$ cat config.mk
export PLATFORM = sky130hd
export DESIGN_NAME = irq_recognizer
export DESIGN_NICKNAME = d
export VERILOG_FILES = /design/src/rtl/irq_rec_pkg.sv /design/src/rtl/irq_filter.sv /design/src/rtl/irq_prio.sv /design/src/rtl/irq_nmi.sv /design/src/rtl/irq_recognizer.sv
export SDC_FILE = /design/constraint.sdc
export NUM_CORES = 1
export LEC_CHECK = 0
export BUFFER_PORTS_ARGS = -buffer_cell sky130_fd_sc_hd__clkbuf_2
export CAP_MARGIN = 20
export CELL_PAD_IN_SITES_DETAIL_PLACEMENT = 0
export CELL_PAD_IN_SITES_GLOBAL_PLACEMENT = 1
export CORE_MARGIN = 3
export CORE_UTILIZATION = 44
export CTS_BUF_LIST = sky130_fd_sc_hd__clkbuf_4 sky130_fd_sc_hd__clkbuf_8 sky130_fd_sc_hd__clkbuf_16
export DETAILED_ROUTE_END_ITERATION = 10
export PLACE_DENSITY = 0.79
export SYNTH_ARGS = -nofsm -noshare
export SYNTH_HDL_FRONTEND = slang
export SYNTH_SLANG_ARGS = --single-unit
$ cat constraint.sdc
create_clock -name clk -period 4.8 [get_ports clk]
set_input_delay 0.96 -clock clk [delete_from_list [all_inputs] [get_ports clk]]
set_output_delay 0.96 -clock clk [all_outputs]
set_load 0.02 [all_outputs]
$ cat src/rtl/irq_rec_pkg.sv
package irq_rec_pkg;
   typedef enum logic {
      EDGE_RISE = 1'b0,
      EDGE_FALL = 1'b1
   } samp_edge_e;
endpackage

$ cat src/rtl/irq_filter.sv
module irq_filter
   import irq_rec_pkg::*;
#(
   parameter int         DEPTH = 2,
   parameter samp_edge_e EDGE  = EDGE_FALL
) (
   input  logic clk,
   input  logic rst_n,
   input  logic line_n,
   output logic active
);
   logic [DEPTH-2:0] hist;
   logic [DEPTH-1:0] win;
   logic             all_on;
   logic             all_off;

   assign win     = {hist, ~line_n};
   assign all_on  = &win;
   assign all_off = ~|win;

   generate
      if (DEPTH < 2) begin : g_bad_depth
         $error("irq_filter: DEPTH must be at least 2");
      end

      if (EDGE == EDGE_FALL) begin : g_fall
         always_ff @(negedge clk or negedge rst_n) begin
            if (!rst_n) begin
               hist   <= '0;
               active <= 1'b0;
            end else begin
               hist <= win[DEPTH-2:0];
               if (all_on)       active <= 1'b1;
               else if (all_off) active <= 1'b0;
            end
         end

         // the filtered state only moves to the level the line just showed
         a_r2_change_follows_line: assert property (@(negedge clk) disable iff (!rst_n)
            !$stable(active) |-> (active == !$past(line_n)));
      end else begin : g_rise
         always_ff @(posedge clk or negedge rst_n) begin
            if (!rst_n) begin
               hist   <= '0;
               active <= 1'b0;
            end else begin
               hist <= win[DEPTH-2:0];
               if (all_on)       active <= 1'b1;
               else if (all_off) active <= 1'b0;
            end
         end

         // same rule when sampling on the rising edge
         a_r2_change_follows_line: assert property (@(posedge clk) disable iff (!rst_n)
            !$stable(active) |-> (active == !$past(line_n)));
      end
   endgenerate
endmodule

$ cat src/rtl/irq_prio.sv
module irq_prio #(
   parameter int LVL_W = 3,
   localparam int NL   = (1 << LVL_W) - 1
) (
   input  logic [NL-1:0]    on,
   output logic [LVL_W-1:0] lvl
);
   always_comb begin
      lvl = '0;
      for (int i = 0; i < NL; i++) begin
         if (on[i]) lvl = LVL_W'(i + 1);
      end
   end
endmodule

$ cat src/rtl/irq_nmi.sv
module irq_nmi #(
   parameter int LVL_W       = 3,
   parameter int RESET_MASK  = 7
) (
   input  logic             clk,
   input  logic             rst_n,
   input  logic             line_on,
   input  logic [LVL_W-1:0] mask,
   input  logic             ack,
   output logic             pend
);
   localparam logic [LVL_W-1:0] TOP_LVL = LVL_W'((1 << LVL_W) - 1);

   logic             line_q;
   logic [LVL_W-1:0] mask_q;
   logic             edge_hit;
   logic             drop_hit;

   assign edge_hit = line_on & ~line_q;
   assign drop_hit = line_on & (mask_q == TOP_LVL) & (mask != TOP_LVL);

   always_ff @(posedge clk or negedge rst_n) begin
      if (!rst_n) begin
         line_q <= 1'b0;
         mask_q <= LVL_W'(RESET_MASK);
         pend   <= 1'b0;
      end else begin
         line_q <= line_on;
         mask_q <= mask;
         pend   <= edge_hit | drop_hit | (pend & ~ack);
      end
   end

   // a pending top-level request only goes away through its acknowledge
   a_r10_clear_only_on_ack: assert property (@(posedge clk) disable iff (!rst_n)
      $fell(pend) |-> $past(ack));
endmodule

$ cat src/rtl/irq_recognizer.sv
module irq_recognizer
   import irq_rec_pkg::*;
#(
   parameter int         LVL_W       = 3,
   parameter int         FILT_DEPTH  = 2,
   parameter samp_edge_e SAMPLE_EDGE = EDGE_FALL,
   parameter int         RESET_MASK  = (1 << LVL_W) - 1,
   localparam int        NL          = (1 << LVL_W) - 1
) (
   input  logic             clk,
   input  logic             rst_n,
   input  logic [NL-1:0]    irq_n,
   input  logic             boundary,
   input  logic             mask_wr,
   input  logic [LVL_W-1:0] mask_wr_val,
   output logic             take,
   output logic [LVL_W-1:0] pend_level,
   output logic             ack_valid,
   output logic [LVL_W-1:0] ack_level,
   output logic [LVL_W-1:0] mask
);
   localparam logic [LVL_W-1:0] NMI_LVL = LVL_W'(NL);

   logic [NL-1:0]    flt;
   logic [NL-1:0]    low_on;
   logic [LVL_W-1:0] low_lvl;
   logic             nmi_pend;
   logic             accept;
   logic             nmi_ack;

   generate
      if (LVL_W < 2 || LVL_W > 4) begin : g_bad_width
         $error("irq_recognizer: LVL_W must be 2 to 4");
      end
      if (RESET_MASK < 0 || RESET_MASK > NL) begin : g_bad_reset
         $error("irq_recognizer: RESET_MASK out of range");
      end

      for (genvar i = 0; i < NL; i++) begin : g_line
         irq_filter #(
            .DEPTH (FILT_DEPTH),
            .EDGE  (SAMPLE_EDGE)
         ) u_filt (
            .clk    (clk),
            .rst_n  (rst_n),
            .line_n (irq_n[i]),
            .active (flt[i])
         );
      end
   endgenerate

   assign low_on = {1'b0, flt[NL-2:0]};

   irq_prio #(.LVL_W(LVL_W)) u_prio (
      .on  (low_on),
      .lvl (low_lvl)
   );

   irq_nmi #(.LVL_W(LVL_W), .RESET_MASK(RESET_MASK)) u_nmi (
      .clk     (clk),
      .rst_n   (rst_n),
      .line_on (flt[NL-1]),
      .mask    (mask),
      .ack     (nmi_ack),
      .pend    (nmi_pend)
   );

   assign pend_level = nmi_pend ? NMI_LVL : ((low_lvl > mask) ? low_lvl : '0);
   assign take       = (pend_level != '0);
   assign accept     = boundary & take;
   assign nmi_ack    = accept & (pend_level == NMI_LVL);

   always_ff @(posedge clk or negedge rst_n) begin
      if (!rst_n) begin
         mask      <= LVL_W'(RESET_MASK);
         ack_valid <= 1'b0;
         ack_level <= '0;
      end else begin
         ack_valid <= accept;
         ack_level <= accept ? pend_level : '0;
         if (accept)       mask <= pend_level;
         else if (mask_wr) mask <= mask_wr_val;
      end
   end

   // an acknowledged level is the mask in the cycle it is presented
   a_r8_mask_loaded: assert property (@(posedge clk) disable iff (!rst_n)
      ack_valid |-> (mask == ack_level));

   // no acknowledge without the core signalling a boundary
   a_r5_ack_needs_boundary: assert property (@(posedge clk) disable iff (!rst_n)
      ack_valid |-> ($past(boundary) && $past(take)));

   // a maskable level accepted must have exceeded the mask it met
   a_r3_above_old_mask: assert property (@(posedge clk) disable iff (!rst_n)
      (ack_valid && ack_level != NMI_LVL) |-> (ack_level > $past(mask)));
endmodule

# [Word-level counts from Yosys, hierarchy flattened]
# Cells that the tools add are included.
[totals] ff_bits=26 out_inout_bits=11 in_bits=14
[op_classes] n_reduce_logical=16 n_eq_ne=10 magnitude_cmp=1 bitwise=17 mux=25
[ops] op="$mux W3" n=8
[ops] op="$mux W1" n=15
[ops] op="$ne A2 B1 Y1 const B" n=7
[ops] op="$reduce_and A2 Y1" n=7
[ops] op="$reduce_or A2 Y1" n=7
[ops] op="$not A1 Y1" n=9
[ops] op="$and A1 B1 Y1" n=6
[ops] op="$eq A3 B3 Y1 const B" n=2
[ops] op="$mux W2" n=2
[ops] op="$gt A3 B3 Y1" n=1
[ops] op="$ne A3 B3 Y1 const B" n=1
[ops] op="$reduce_bool A3 Y1" n=1
[ops] op="$or A1 B1 Y1" n=2
[ops] op="$reduce_bool A2 Y1" n=1

# [Longest topological paths before layout]
[logic_depth] word_depth=15 ltp_mapped=10 depth_no_buf=10

# [By module]
# Synthesis repeated with hierarchy kept, for this count alone.
[hier_totals] cells_unflattened=106 hier_area_um2=1262.5
[by_module_without_submodules] mod="irq_filter" seq_area_each_um2=50.0 n_inst=7 cells_each=5 area_each_um2=81.3
[by_module_without_submodules] mod="irq_recognizer" seq_area_each_um2=178.9 n_inst=1 cells_each=51 area_each_um2=481.7
[by_module_without_submodules] mod="irq_nmi" seq_area_each_um2=128.9 n_inst=1 cells_each=10 area_each_um2=166.4
[by_module_without_submodules] mod="irq_prio" seq_area_each_um2=0.0 n_inst=1 cells_each=10 area_each_um2=45.0

==> flow_summary_export.csv <==
group,metric,value,unit
logic_synthesis,ys_warn_count,0,
placed_design,io_buffers,24,
setup_path,worstReg2RegEnd,"mask[1]",
cts,path_clk_slew,0.14,ns
setup_path,cp-end-kind,"output port",
sta,maxSlewViolCount,0,
grt,grt_first_pass_wirelength,4030,um
die,pin_count,25,
status,violations,"negative setup slack",
sta,hold_violations,0,
drt,drt-total-wl,2350,um
cts,cts_root_buffer,"clkbuf_4",
logic_synthesis,synth_most_common_cell,"dfrtn_1",
setup_path,worstSetupPathType,"flip-flop to output port",
logic_synthesis,synth_top_area_share,29.5,%
placed_design,postPlaceCellArea,1430,um2
logic_synthesis,ys_seq_area_share,55.4,%
power_and_ir_drop,pwr-share-clk,16.3,%
drt,drt-vias-per-instance,5.03,
grt,overflow,0,
logic_synthesis,synthFlopType,"dfrtn_1",
grt,grt_usage,16.0,%
drt,ant_nets,0,
drt,vias,875,
cts,hold_buffers,0,
die,initial_utilization,47.1,%
setup_path,reg2reg_slack,0.27,ns
setup_path,arrival,4.63,ns
setup_path,critPathMaxStageDelay,0.36,ns
drt,avgRoutedWirePerCell,13.5,um
run,maxCapViolations,0,
cts,clock_latency,0.32,ns
sta,skew,0.0122,ns
power_and_ir_drop,powerDensity,575,nW/um2
sta,relSlewSlack,57.8,%
die,rows,18,
finish,area_growth_syn_to_layout,34.7,%
drt,drt_first_pass_iters,4,
setup_path,cpMostUsedCell,"o21a_1",
cts,cts_buffers,3,
setup_path,cp-start-kind,"flip-flop",
logic_synthesis,ys_top_cells_by_area,"dfrtn_1 (29%), dfstp_2 (13%), dfrtp_1 (13%)",
logic_synthesis,synth_commonest_cells,"dfrtn_1 (14), inv_1 (13), ha_1 (10), mux2_2 (9)",
setup_path,startpoint,"g_line[1].u_filt.active",
setup_path,cp_max_fo,4,
sta,rsz0062_at_grt,"yes",
power_and_ir_drop,p_int,596,uW
setup_path,path_buf_inv,2,
sta,tns,-3.09,ns
setup_path,r2r_cells,11,
cts,cts_sinks,26,
grt,antenna_found_initial,0,
cts,cts_tree,"done",
finish,n_antenna_cell,0,
drt,drc,0,
logic_synthesis,ys_seq_elements,26,
die,die_area,3360,um2
setup_path,rr_startpoint,"g_line[1].u_filt.active",
sta,worst_pin_slew,0.634,ns
logic_synthesis,synth_area_leader_cell,"dfrtn_1",
cts,cts_buffer_depth,2,
cts,htreeDepth,1,
worst_hold_path,holdPathStages,0,
setup_path,cp-endpoint,"pend_level[0]",
setup_path,worstPathRequired,3.84,ns
power_and_ir_drop,switching_power,325,uW
sta,hold_ws,0.394,ns
finish,final_nets,169,
power_and_ir_drop,irDropWorstVdd,0.327,mV
drt,first_iter_violations,27,
setup_path,worstPathCellList,"or2_4, a21oi_4, inv_2, ha_4, nor2b_4, o21a_1, o21a_1, a21o_1, clkbuf_8",
setup_path,crit_family,"compound AO/OA/AOI/OAI gates",
grt,grt_pass1_vias,879,
setup_path,crit_slowest_cell,"dfrtn_1",
sta,setup_ws,-0.794,ns
worst_hold_path,hold_path.class,"flip-flop to flip-flop",
placed_design,preCtsSetupSlack,-0.558,ns
sta,final-setup-viol-count,4,
status,status,"finished, violations left",
logic_synthesis,synth_edf_count,0,
logic_synthesis,synthesis.area,1190,um2
placed_design,place_congestion,0.814,
logic_synthesis,mappedNetlistNets,126,
logic_synthesis,synthDistinctLibCells,26,
finish,drive_gt1_share,49.3,%
logic_synthesis,avgSynthCellArea,11.7,um2
die,core,2520,um2
logic_synthesis,synth-async-reset-ratio,100,%
placed_design,dp_hpwl,1630,um
grt,grt_start_max_net_pins,27,
logic_synthesis,syn-instance-count,102,
setup_path,worstSetupPathDepth,9,
power_and_ir_drop,leakage,0.000817,uW
power_and_ir_drop,pwr-share-comb,48.4,%
die,die_w,58.0,um
die,die_h,58.0,um
finish,stdcell_area,1600,um2
power_and_ir_drop,seq_power_share,35.2,%
power_and_ir_drop,p_sw_share,35.2,%
[cells in the final DEF (no fill, tap or decap), drive strengths merged, types with 3 or more instances in the layout]
cell type	instances
nor2	6
dfrtp	6
o21ai	3
and2	4
a21o	3
inv	13
clkbuf	26
buf	16
dfrtn	14
mux2	9
nor3	5
nand2	6
ha	10
dfstp	6
[registers in the layout, indices dropped and copies added, names as in the netlist]
signal,flops
u_nmi.pend,1
u_nmi.line_q,1
g_line.u_filt.active,7
ack_valid,1
u_nmi.mask_q,3
g_line.u_filt.hist,7
ack_level,3
mask,3
[repair_timing]
action                                  in CTS  in global routing
endpoints found under the setup margin       4                  4
gates cloned                                 0                  0
pin swaps                                    9                  1
gates resized for setup                     12                  5
buffers inserted                             5                  1
[per-stage QoR]
step / util (%) / instances / total power [uW]
floorplan: - / 102 / 538
CTS: 62.4 / 173 / 888
detailed placement: 56.5 / 165 / 664
global route: 63.5 / 174 / 978
global placement: 56.5 / 165 / 652
finish: 63.5 / 174 / 921
[worst min-delay path by stage]
stage | start | endpoint | slack (ns)
after CTS | mask[2] | u_nmi.mask_q[2] | 0.39
after floorplan | mask[2] | u_nmi.mask_q[2] | 0.41
after global routing | mask[2] | u_nmi.mask_q[2] | 0.40
final | mask[2] | u_nmi.mask_q[2] | 0.39
after detailed placement | mask[2] | u_nmi.mask_q[2] | 0.38
after global placement | mask[2] | u_nmi.mask_q[2] | 0.38
[logic make-up after synthesis]
logic type               Yosys count  share of synthesized area (%)
AND/OR/NAND/NOR                   29                           12.4
flip-flops                        26                           55.4
AO/OA/AOI/OAI                     14                           8.74
buffers and inverters             14                           4.42
adder cells (fa/ha/maj)           10                           10.5
multiplexers                       9                           8.53
[per-layer routing]
metal	up-vias	part of all wire, %	global-route usage (%)
li1	428	-	-
met1	415	41	19.2
met2	23	52	28.5
met3	9	4.9	2.00
met4	0	2.3	6.95
met5	-	0	0
[power by group through the flow]
stage	sequential [uW]	combinational [uW]	clock (uW)
3_5_place_dp	328	335	0
4_1_cts	326	407	154
3_3_place_gp	326	327	0
5_1_grt	333	482	163
6_report	325	446	150
2_1_floorplan	347	191	0
[final cells by class]
| class | count | area [um2] |
|---|---|---|
| Multi-Input combinational cell | 62 | 544 |
| Timing Repair Buffer | 39 | 260 |
| Inverter | 13 | 48.8 |
| Clock inverter | 1 | 30.0 |
| Clock buffer | 3 | 22.5 |
| Fill cell | 197 | 921 |
| Sequential cell | 26 | 658 |
| Tap cell | 30 | 37.5 |
[worst reg2reg max path, delay by kind of cell (launching register included)]
family | cells | cell delay [ns]
fa+ha+maj | 1 | 0.22
simple gates | 4 | 0.63
buf+inv | 3 | 0.38
compound gates | 3 | 0.48
flops | 1 | 0.36
Power figures use the tool's default switching activity.
